$ cat src/rtl/wps_pkg.sv
package wps_pkg;
   typedef enum logic {ENC_BINARY = 1'b0, ENC_ONEHOT = 1'b1} enc_e;

   function automatic int idx_w(input int n);
      return (n <= 2) ? 1 : $clog2(n);
   endfunction
endpackage

$ cat src/rtl/wps_decode.sv
module wps_decode
   import wps_pkg::*;
#(
   parameter int   NREG = 32,
   parameter enc_e ENC  = ENC_BINARY,
   parameter int   RW   = idx_w(NREG)
) (
   input  logic            en,
   input  logic [RW-1:0]   code,
   output logic [NREG-1:0] mask
);
   generate
      if (ENC == ENC_ONEHOT) begin : g_unary
         if (RW != NREG) begin : g_bad_w
            $error("one-hot code width must equal NREG");
         end
         always_comb mask = en ? NREG'(code) : '0;
      end else begin : g_binary
         localparam logic [NREG-1:0] ONE = {{(NREG-1){1'b0}}, 1'b1};
         always_comb mask = en ? (ONE << code) : '0;
      end
   endgenerate
endmodule

$ cat src/rtl/wps_unit_track.sv
module wps_unit_track
   import wps_pkg::*;
#(
   parameter int   NREG = 32,
   parameter enc_e ENC  = ENC_BINARY,
   parameter int   RW   = idx_w(NREG)
) (
   input  logic            clk,
   input  logic            rst_n,
   input  logic            issue,
   input  logic            wrflag,
   input  logic [RW-1:0]   dst,
   input  logic            busy,
   input  logic            done,
   input  logic            wrok,
   output logic [NREG-1:0] set_mask,
   output logic [NREG-1:0] nowr_clr
);
   logic          lat_wr;
   logic [RW-1:0] lat_dst;
   logic          set_en;
   logic          nowr_en;

   assign set_en  = issue & wrflag;
   assign nowr_en = done & lat_wr & ~wrok;

   always_ff @(posedge clk) begin
      if (!rst_n) begin
         lat_wr  <= 1'b0;
         lat_dst <= '0;
      end else if (issue) begin
         lat_wr  <= wrflag;
         lat_dst <= dst;
      end else if (!busy) begin
         lat_wr  <= 1'b0;
      end
   end

   wps_decode #(.NREG(NREG), .ENC(ENC), .RW(RW)) u_set_dec (
      .en(set_en), .code(dst), .mask(set_mask));

   wps_decode #(.NREG(NREG), .ENC(ENC), .RW(RW)) u_clr_dec (
      .en(nowr_en), .code(lat_dst), .mask(nowr_clr));

   AST_FLAG_DROPS_IDLE: assert property (@(posedge clk) disable iff (!rst_n)
      (!busy && !issue) |=> !lat_wr);
   AST_NOWR_NEEDS_FLAG: assert property (@(posedge clk) disable iff (!rst_n)
      (nowr_clr != '0) |-> (lat_wr && done && !wrok));
endmodule

$ cat src/rtl/wps_rd_check.sv
module wps_rd_check
   import wps_pkg::*;
#(
   parameter int   NREG = 32,
   parameter enc_e ENC  = ENC_BINARY,
   parameter int   RW   = idx_w(NREG)
) (
   input  logic            clk,
   input  logic            rst_n,
   input  logic            active,
   input  logic            rdflag,
   input  logic            busy,
   input  logic [RW-1:0]   src,
   input  logic [NREG-1:0] vec,
   output logic            hazard
);
   logic            passed;
   logic            chk_en;
   logic [NREG-1:0] chk_mask;

   assign chk_en = active & rdflag & ~passed;

   wps_decode #(.NREG(NREG), .ENC(ENC), .RW(RW)) u_src_dec (
      .en(chk_en), .code(src), .mask(chk_mask));

   assign hazard = |(vec & chk_mask);

   always_ff @(posedge clk) begin
      if (!rst_n)                          passed <= 1'b0;
      else if (!active)                    passed <= 1'b0;
      else if (chk_en && busy && !hazard)  passed <= 1'b1;
   end

   AST_MASK_SINGLE: assert property (@(posedge clk) disable iff (!rst_n)
      $onehot0(chk_mask));
   AST_PASSED_QUIET: assert property (@(posedge clk) disable iff (!rst_n)
      passed |-> !hazard);
   AST_INACTIVE_QUIET: assert property (@(posedge clk) disable iff (!rst_n)
      !active |-> !hazard);
endmodule

$ cat src/rtl/wpend_scoreboard.sv
module wpend_scoreboard
   import wps_pkg::*;
#(
   parameter int   NREG  = 32,
   parameter int   NUNIT = 4,
   parameter int   NWB   = 2,
   parameter int   NRD   = 3,
   parameter enc_e ENC   = ENC_BINARY,
   parameter int   RW    = (ENC == ENC_ONEHOT) ? NREG : idx_w(NREG)
) (
   input  logic                clk,
   input  logic                rst_n,
   input  logic [NUNIT-1:0]    u_issue,
   input  logic [NUNIT-1:0]    u_wrflag,
   input  logic [NUNIT*RW-1:0] u_dst,
   input  logic [NUNIT-1:0]    u_busy,
   input  logic [NUNIT-1:0]    u_done,
   input  logic [NUNIT-1:0]    u_wrok,
   input  logic [NWB-1:0]      wb_fire,
   input  logic [NWB*RW-1:0]   wb_dst,
   input  logic [NRD-1:0]      rd_active,
   input  logic [NRD-1:0]      rd_flag,
   input  logic [NRD-1:0]      rd_busy,
   input  logic [NRD*RW-1:0]   rd_src,
   input  logic                new_wr,
   input  logic [RW-1:0]       new_dst,
   output logic [NREG-1:0]     pend_q,
   output logic [NREG-1:0]     pend_nx,
   output logic [NRD-1:0]      rd_hazard,
   output logic                waw_hazard
);
   generate
      if (NREG < 2)  begin : g_bad_nreg  $error("NREG must be at least 2");  end
      if (NUNIT < 1) begin : g_bad_nunit $error("NUNIT must be at least 1"); end
      if (NWB < 1)   begin : g_bad_nwb   $error("NWB must be at least 1");   end
      if (NRD < 1)   begin : g_bad_nrd   $error("NRD must be at least 1");   end
   endgenerate

   logic [NREG-1:0] unit_set [NUNIT];
   logic [NREG-1:0] unit_clr [NUNIT];
   logic [NREG-1:0] wb_mask  [NWB];
   logic [NREG-1:0] set_req;
   logic [NREG-1:0] set_dly;
   logic [NREG-1:0] clr_all;
   logic [NREG-1:0] waw_mask;

   genvar gi;
   generate
      for (gi = 0; gi < NUNIT; gi++) begin : g_unit
         wps_unit_track #(.NREG(NREG), .ENC(ENC), .RW(RW)) u_track (
            .clk(clk), .rst_n(rst_n),
            .issue(u_issue[gi]), .wrflag(u_wrflag[gi]),
            .dst(u_dst[gi*RW +: RW]),
            .busy(u_busy[gi]), .done(u_done[gi]), .wrok(u_wrok[gi]),
            .set_mask(unit_set[gi]), .nowr_clr(unit_clr[gi]));
      end
      for (gi = 0; gi < NWB; gi++) begin : g_wb
         wps_decode #(.NREG(NREG), .ENC(ENC), .RW(RW)) u_wb_dec (
            .en(wb_fire[gi]), .code(wb_dst[gi*RW +: RW]), .mask(wb_mask[gi]));
      end
      for (gi = 0; gi < NRD; gi++) begin : g_rd
         wps_rd_check #(.NREG(NREG), .ENC(ENC), .RW(RW)) u_chk (
            .clk(clk), .rst_n(rst_n),
            .active(rd_active[gi]), .rdflag(rd_flag[gi]), .busy(rd_busy[gi]),
            .src(rd_src[gi*RW +: RW]), .vec(pend_q), .hazard(rd_hazard[gi]));
      end
   endgenerate

   always_comb begin
      set_req = '0;
      clr_all = '0;
      for (int i = 0; i < NUNIT; i++) begin
         set_req = set_req | unit_set[i];
         clr_all = clr_all | unit_clr[i];
      end
      for (int i = 0; i < NWB; i++) clr_all = clr_all | wb_mask[i];
   end

   assign pend_nx = (pend_q & ~clr_all) | set_dly;

   always_ff @(posedge clk) begin
      if (!rst_n) begin
         set_dly <= '0;
         pend_q  <= '0;
      end else begin
         set_dly <= set_req;
         pend_q  <= pend_nx;
      end
   end

   wps_decode #(.NREG(NREG), .ENC(ENC), .RW(RW)) u_waw_dec (
      .en(new_wr), .code(new_dst), .mask(waw_mask));

   assign waw_hazard = |(pend_nx & waw_mask);

   AST_QUIET_HOLD: assert property (@(posedge clk) disable iff (!rst_n)
      (set_dly == '0 && clr_all == '0) |=> $stable(pend_q));
   AST_SET_LATE: assert property (@(posedge clk) disable iff (!rst_n)
      (set_req != '0) |=> ((pend_nx & $past(set_req)) == $past(set_req)));
   AST_CLR_DROPS: assert property (@(posedge clk) disable iff (!rst_n)
      ((clr_all & ~set_dly) != '0) |=> ((pend_q & $past(clr_all & ~set_dly)) == '0));
   AST_SET_WINS: assert property (@(posedge clk) disable iff (!rst_n)
      ((set_dly & clr_all) != '0) |=> ((pend_q & $past(set_dly & clr_all)) == $past(set_dly & clr_all)));
   AST_WAW_IDLE: assert property (@(posedge clk) disable iff (!rst_n)
      !new_wr |-> !waw_hazard);
endmodule

$ cat config.mk
export PLATFORM = sky130hd
export DESIGN_NAME = wpend_scoreboard
export DESIGN_NICKNAME = d
export VERILOG_FILES = /design/src/rtl/wps_pkg.sv /design/src/rtl/wps_decode.sv /design/src/rtl/wps_unit_track.sv /design/src/rtl/wps_rd_check.sv /design/src/rtl/wpend_scoreboard.sv
export SDC_FILE = /design/constraint.sdc
export NUM_CORES = 1
export LEC_CHECK = 0
export BUFFER_PORTS_ARGS = -buffer_cell sky130_fd_sc_hd__buf_4
export CORE_AREA = 2 2 188 135
export DETAILED_ROUTE_END_ITERATION = 8
export DIE_AREA = 0 0 190 137
export PLACE_DENSITY = 0.58
export SETUP_SLACK_MARGIN = 0.3
export SLEW_MARGIN = 0
export SYNTH_ARGS = -nofsm -noshare
export SYNTH_HDL_FRONTEND = slang
export SYNTH_SLANG_ARGS = --single-unit
$ cat constraint.sdc
create_clock -name clk -period 3.4 [get_ports clk]
set_input_delay 0.34 -clock clk [delete_from_list [all_inputs] [get_ports clk]]
set_output_delay 0.34 -clock clk [all_outputs]
set_load 0.05 [all_outputs]
After elaboration in Yosys (flattened, before gate mapping)
Cells that the tools add are included.
{"block": "totals", "register_bits": 91, "inputBits": 84, "out_inout_bits": 68, "word_cells": 109}
{"block": "classes", "n_eq_ne": 4, "shift": 14, "n_mux": 22, "bitwise_logic": 40, "reduce_logical": 16}
{"cell": "$mux 32", "count": 14}
{"cell": "$shl 1x5->32 const A", "count": 14}
{"cell": "$or 32x32->32", "count": 9}
{"cell": "$and 32x32->32", "count": 5}
{"cell": "$reduce_or 32->1", "count": 4}
{"cell": "$not 32->32", "count": 1}
{"cell": "$and 1x1->1", "count": 18}
{"cell": "$mux 1", "count": 8}
{"cell": "$ne 2x2->1 const B", "count": 4}
{"cell": "$not 1->1", "count": 7}
{"cell": "$logic_and 1x1->1", "count": 6}
{"cell": "$reduce_and 2->1", "count": 3}
{"cell": "$logic_not 1->1", "count": 3}

Longest topological paths before layout
{"block": "depth", "word_depth": 13, "mapped_depth": 10, "depth_no_buf": 8}

Cells and area by module
A second synthesis with hierarchy kept.
{"block": "unflattened", "hier_cells": 1129, "area_unflattened_um2": 8059.0}
{"module": "wps_decode", "instances": 14, "cells_per_inst": 47, "area_each_um2": 234.0, "seq_area_each_um2": 0.0}
{"module": "wpend_scoreboard", "instances": 1, "cells_per_inst": 287, "area_each_um2": 3133.0, "seq_area_each_um2": 1281.2}
{"module": "wps_unit_track", "instances": 4, "cells_per_inst": 22, "area_each_um2": 242.7, "seq_area_each_um2": 120.1}
{"module": "wps_rd_check", "instances": 3, "cells_per_inst": 32, "area_each_um2": 226.5, "seq_area_each_um2": 20.0}

Least setup slack after synthesis
No wires, ideal clock.
{"block": "synth_path", "kind": "input to output", "start": "input port wb_dst[1]", "end": "output port waw_hazard", "arrival_ps": 2612, "t_required_ps": 3060, "slack_ps": 448, "path_stages": 8, "path_buffers": 1, "cell_sequence": "clkbuf_1 or3b_2 o221ai_1 a221oi_2 a21o_1 a32o_1 a2111oi_0 o211ai_1"}
{"block": "synth_between", "elab_chain_len": 9}
{"item": "start, declared", "line_no": "wpend_scoreboard.sv:20", "rtl": "input logic [NWB*RW-1:0] wb_dst,"}
{"item": "$shl 1x5->32", "line_no": "wps_decode.sv:20", "rtl": "always_comb mask = en ? (ONE << code) : '0;"}
{"item": "$mux 32", "line_no": "wps_decode.sv:20"}
{"item": "$or 32x32->32 (2 in series)", "line_no": "wpend_scoreboard.sv:76", "rtl": "for (int i = 0; i < NWB; i++) clr_all = clr_all | wb_mask[i];"}
{"item": "$not 32->32", "line_no": "wpend_scoreboard.sv:79", "rtl": "assign pend_nx = (pend_q & ~clr_all) | set_dly;"}
{"item": "$and 32x32->32", "line_no": "wpend_scoreboard.sv:79"}
{"item": "$or 32x32->32", "line_no": "wpend_scoreboard.sv:79"}
{"item": "named net pend_nx[0]", "line_no": "wpend_scoreboard.sv:28", "rtl": "output logic [NREG-1:0] pend_nx,"}
{"item": "$and 32x32->32", "line_no": "wpend_scoreboard.sv:94", "rtl": "assign waw_hazard = |(pend_nx & waw_mask);"}
{"item": "$reduce_or 32->1", "line_no": "wpend_scoreboard.sv:94"}
{"item": "end, declared", "line_no": "wpend_scoreboard.sv:30", "rtl": "output logic waw_hazard"}
The timed path passes the listed nets, and every way through them passes these cells.

Final worst setup path
{"block": "layout_path", "start": "register g_unit[2].u_track.lat_dst[4]", "end": "output port waw_hazard"}
{"block": "layout_between", "elab_chain_len": 11}
{"item": "start, declared", "line_no": "wps_unit_track.sv:20", "rtl": "logic [RW-1:0] lat_dst;"}
{"item": "start signal, assigned", "line_no": "wps_unit_track.sv:33", "rtl": "lat_dst <= dst;"}
{"item": "$shl 1x5->32", "line_no": "wps_decode.sv:20"}
{"item": "$mux 32", "line_no": "wps_decode.sv:20"}
{"item": "$or 32x32->32 (2 in series)", "line_no": "wpend_scoreboard.sv:74", "rtl": "clr_all = clr_all | unit_clr[i];"}
{"item": "$or 32x32->32 (2 in series)", "line_no": "wpend_scoreboard.sv:76"}
{"item": "$not 32->32", "line_no": "wpend_scoreboard.sv:79"}
{"item": "$and 32x32->32", "line_no": "wpend_scoreboard.sv:79"}
{"item": "$or 32x32->32", "line_no": "wpend_scoreboard.sv:79"}
{"item": "$and 32x32->32", "line_no": "wpend_scoreboard.sv:94"}
{"item": "$reduce_or 32->1", "line_no": "wpend_scoreboard.sv:94"}
Every way passes these cells.

==> results.cfg <==
[outcome]
status = finished clean

[drt]
wire_per_inst_um = 26.6
drtAntennaViolNets = 0
drt_pass1_iterations = 8
drcViolationCount = 0
dr_total_vias = 8923
wirelength_um = 38300
drtIter0Drc = 1430
avgViaCountPerCell = 6.18

[critical_path]
reg2reg_depth = 6
worst_ep_required_time_ns = 3.06
end_kind = output port
arrival_ns = 2.86
start_kind = register
path_max_fanout = 12
criticalPathCategory = register to output port

[cells_and_area]
nets = 1198
layout_commonest_cell = buf_4
area_growth_pct = 31.4
layout_common_cells = buf_4 (217), dfxtp_1 (81), nand2_1 (80)
fillers = 2515
drive_gt1_share_pct = 28.4
diodes = 0
final_area_sq_mm = 0.00942

[cts]
root_buffer = clkbuf_16
numCtsBuffers = 9
insertion_delay_ns = 0.36
path_clk_slew_ns = 0.07
cts_tree = done
ctsHtreeMaxLevel = 3
cts_buffer_depth = 2
cts.sinks = 91

[timing]
grt_setup_unrepaired = yes
setup_violations = 0
slew_viol_final = 0
finalHoldViolations = 0
finClkSkew_ns = 0.00646
finalCritPeriodShare_pct = 94.0
slew_headroom_pct = 41.3
setup_tns_ns = 0
fin_crit_ns = 3.20
fmax_ghz = 0.313
tightest_slew_ns = 0.881

[logic_synthesis]
synth-xor-area-share_pct = 0
synth_compound_area_share_pct = 29.4
netlist_top_cells_area = dfxtp_1 (25%), o22ai_1 (6.1%), nor2b_1 (4.4%), mux2i_1 (4.3%), nand2_1 (4.2%)
synth_top_family_by_area = simple AND/OR/NAND/NOR gates
synth-simple-area-share_pct = 34.5
yosys.area.top_type = dfxtp_1
synth_edf_count = 0
yosysSeqAreaShare_pct = 25.4
netlist_area_sq_mm = 0.00717
yosys.area.top_type_share_pct = 25.4
synthesis.nets = 1031
synth_warnings = 0
synthAdderAreaFrac_pct = 0
syn_area_per_cell_sq_um = 7.57
synth-seq-cells = 91
muxShareOfSynthArea_pct = 6.05
synthFlopType = dfxtp_1
synth_cell_types = 72
postSynthCellCount = 947
async_reset_ff_share_pct = 0

[floorplan]
dieHeight_um = 137
die_w_um = 190
rows = 48
die-area_sq_mm = 0.0260
core_sq_mm = 0.0242
start_util_pct = 29.6
io_pins = 152

[grt]
grt_overflow = 0
track_usage_pct = 28.4
grt_max_degree = 92
antenna_found_initial = 0
grt_pass1_wl_um = 53800
grt_pass1_vias = 7959

[place]
portBuffers = 151
dp_hpwl_um = 30000
gp_congestion = 1.04
placed_cell_area_sq_mm = 0.00889

[min_path]
whs_path_depth = 3
hold_class = input pin to register

[power_and_ir_drop]
leakage_nw = 3.59
netSwitchingPower_mw = 0.950
intPower_mw = 1.91
p_seq_share_pct = 39.9
comb_power_share_pct = 23.0
peakVddDrop_mv = 0.266
p_per_area_mw_per_mm2 = 304
clkPwrFrac_pct = 37.2
swShare_pct = 33.2

[flow_run]
drv_cap = 0
-- Yosys cell counts, types with 21 or more instances --
library cell and instances:
mux2i_1 31, o21a_1 32, o21ai_0 28, dfxtp_1 91
and2_1 26, clkbuf_1 49, inv_1 21, a31oi_1 29
o22ai_1 70, a21oi_1 32, nand2_1 80, nand3_1 33
nor2_1 57, nand2b_1 42, nor2b_1 51, nor3_1 24
-- flip-flops by register name, summed over array words and instances, names as in the netlist --
signal and flops:
g_rd.u_chk.passed 3, pend_q 32, g_unit.u_track.lat_wr 4, g_unit.u_track.lat_dst 20, set_dly 32
-- area by class of cell --
| class | count | area [sq um] | area share [%] |
|---|---|---|---|
| multi-input cells | 774 | 5170 | 54.9 |
| clock inverters | 6 | 73.8 | 0.784 |
| repair buffers | 217 | 1630 | 17.3 |
| well taps | 325 | 407 | 4.32 |
| inverters | 21 | 78.8 | 0.837 |
| flip-flops and latches | 91 | 1840 | 19.5 |
| clock buffers | 9 | 225 | 2.39 |
-- layer usage --
metal  track usage [%]  vias to the layer above  part of all wire, %
met5              3.46                        -                 0.32
met4              5.34                        2                  1.7
met3              11.7                       66                   14
met2              36.4                      642                   37
met1              42.8                     4270                   46
li1                  -                     3943                    -
-- kinds of logic (layout without fill, tap and decap cells) --
family                 Yosys count  after routing
and+or+nand+nor                435            435
AOI/OAI and AO/OA              300            300
DFF                             91             91
buffers and inverters           82            253
muxes                           39             39
-- critical path, stage by stage (launching register included) --
cell	delay, ns
dfxtp_1	0.33
nand4bb_4	0.25
buf_4	0.22
nor3_1	0.26
a311oi_2	0.16
a21oi_1	0.31
o32ai_1	0.12
a22o_1	0.25
a311oi_2	0.24
o211ai_1	0.15
buf_4	0.22
-- repair_timing --
item	4_1_cts	5_1_grt
resized for setup	31	16
buffers inserted	5	3
endpoints found under the setup margin	1	1
pin swaps	9	7
hold buffers	0	0
-- power groups by stage --
stage	clock, mW	combinational, mW	sequential (mW)
final	1.06	0.657	1.14
after detailed placement	0	0.617	1.16
after global placement	0	0.622	1.16
after floorplan	0	0.340	1.16
after global routing	1.12	0.689	1.14
after CTS	1.09	0.628	1.14
-- per-stage QoR --
stage | power, mW | worst slack (ns) | utilization (%) | hold slack [ns] | std cells
6_report | 2.86 | 0.205 | 38.9 | 0.214 | 1443
5_1_grt | 2.95 | 0.112 | 38.9 | 0.213 | 1443
4_1_cts | 2.86 | 0.282 | 38.6 | 0.202 | 1440
3_5_place_dp | 1.78 | 0.232 | 36.7 | 0.472 | 1420
3_3_place_gp | 1.78 | 0.223 | 36.7 | 0.455 | 1420
2_1_floorplan | 1.50 | 0.448 | - | 0.437 | 947
-- final timing paths --
| check | start | end | slack [ns] |
|---|---|---|---|
| setup reg to reg | g_unit[0].u_track.lat_dst[3] | pend_q[9] | 1.29 |
| hold / removal | rd_active[2] | g_rd[2].u_chk.passed | 0.21 |
| hold reg to reg | g_rd[2].u_chk.passed | g_rd[2].u_chk.passed | 0.48 |
| setup / recovery | g_unit[2].u_track.lat_dst[4] | waw_hazard | 0.20 |
Note: power is estimated with default switching activity, not from simulation.
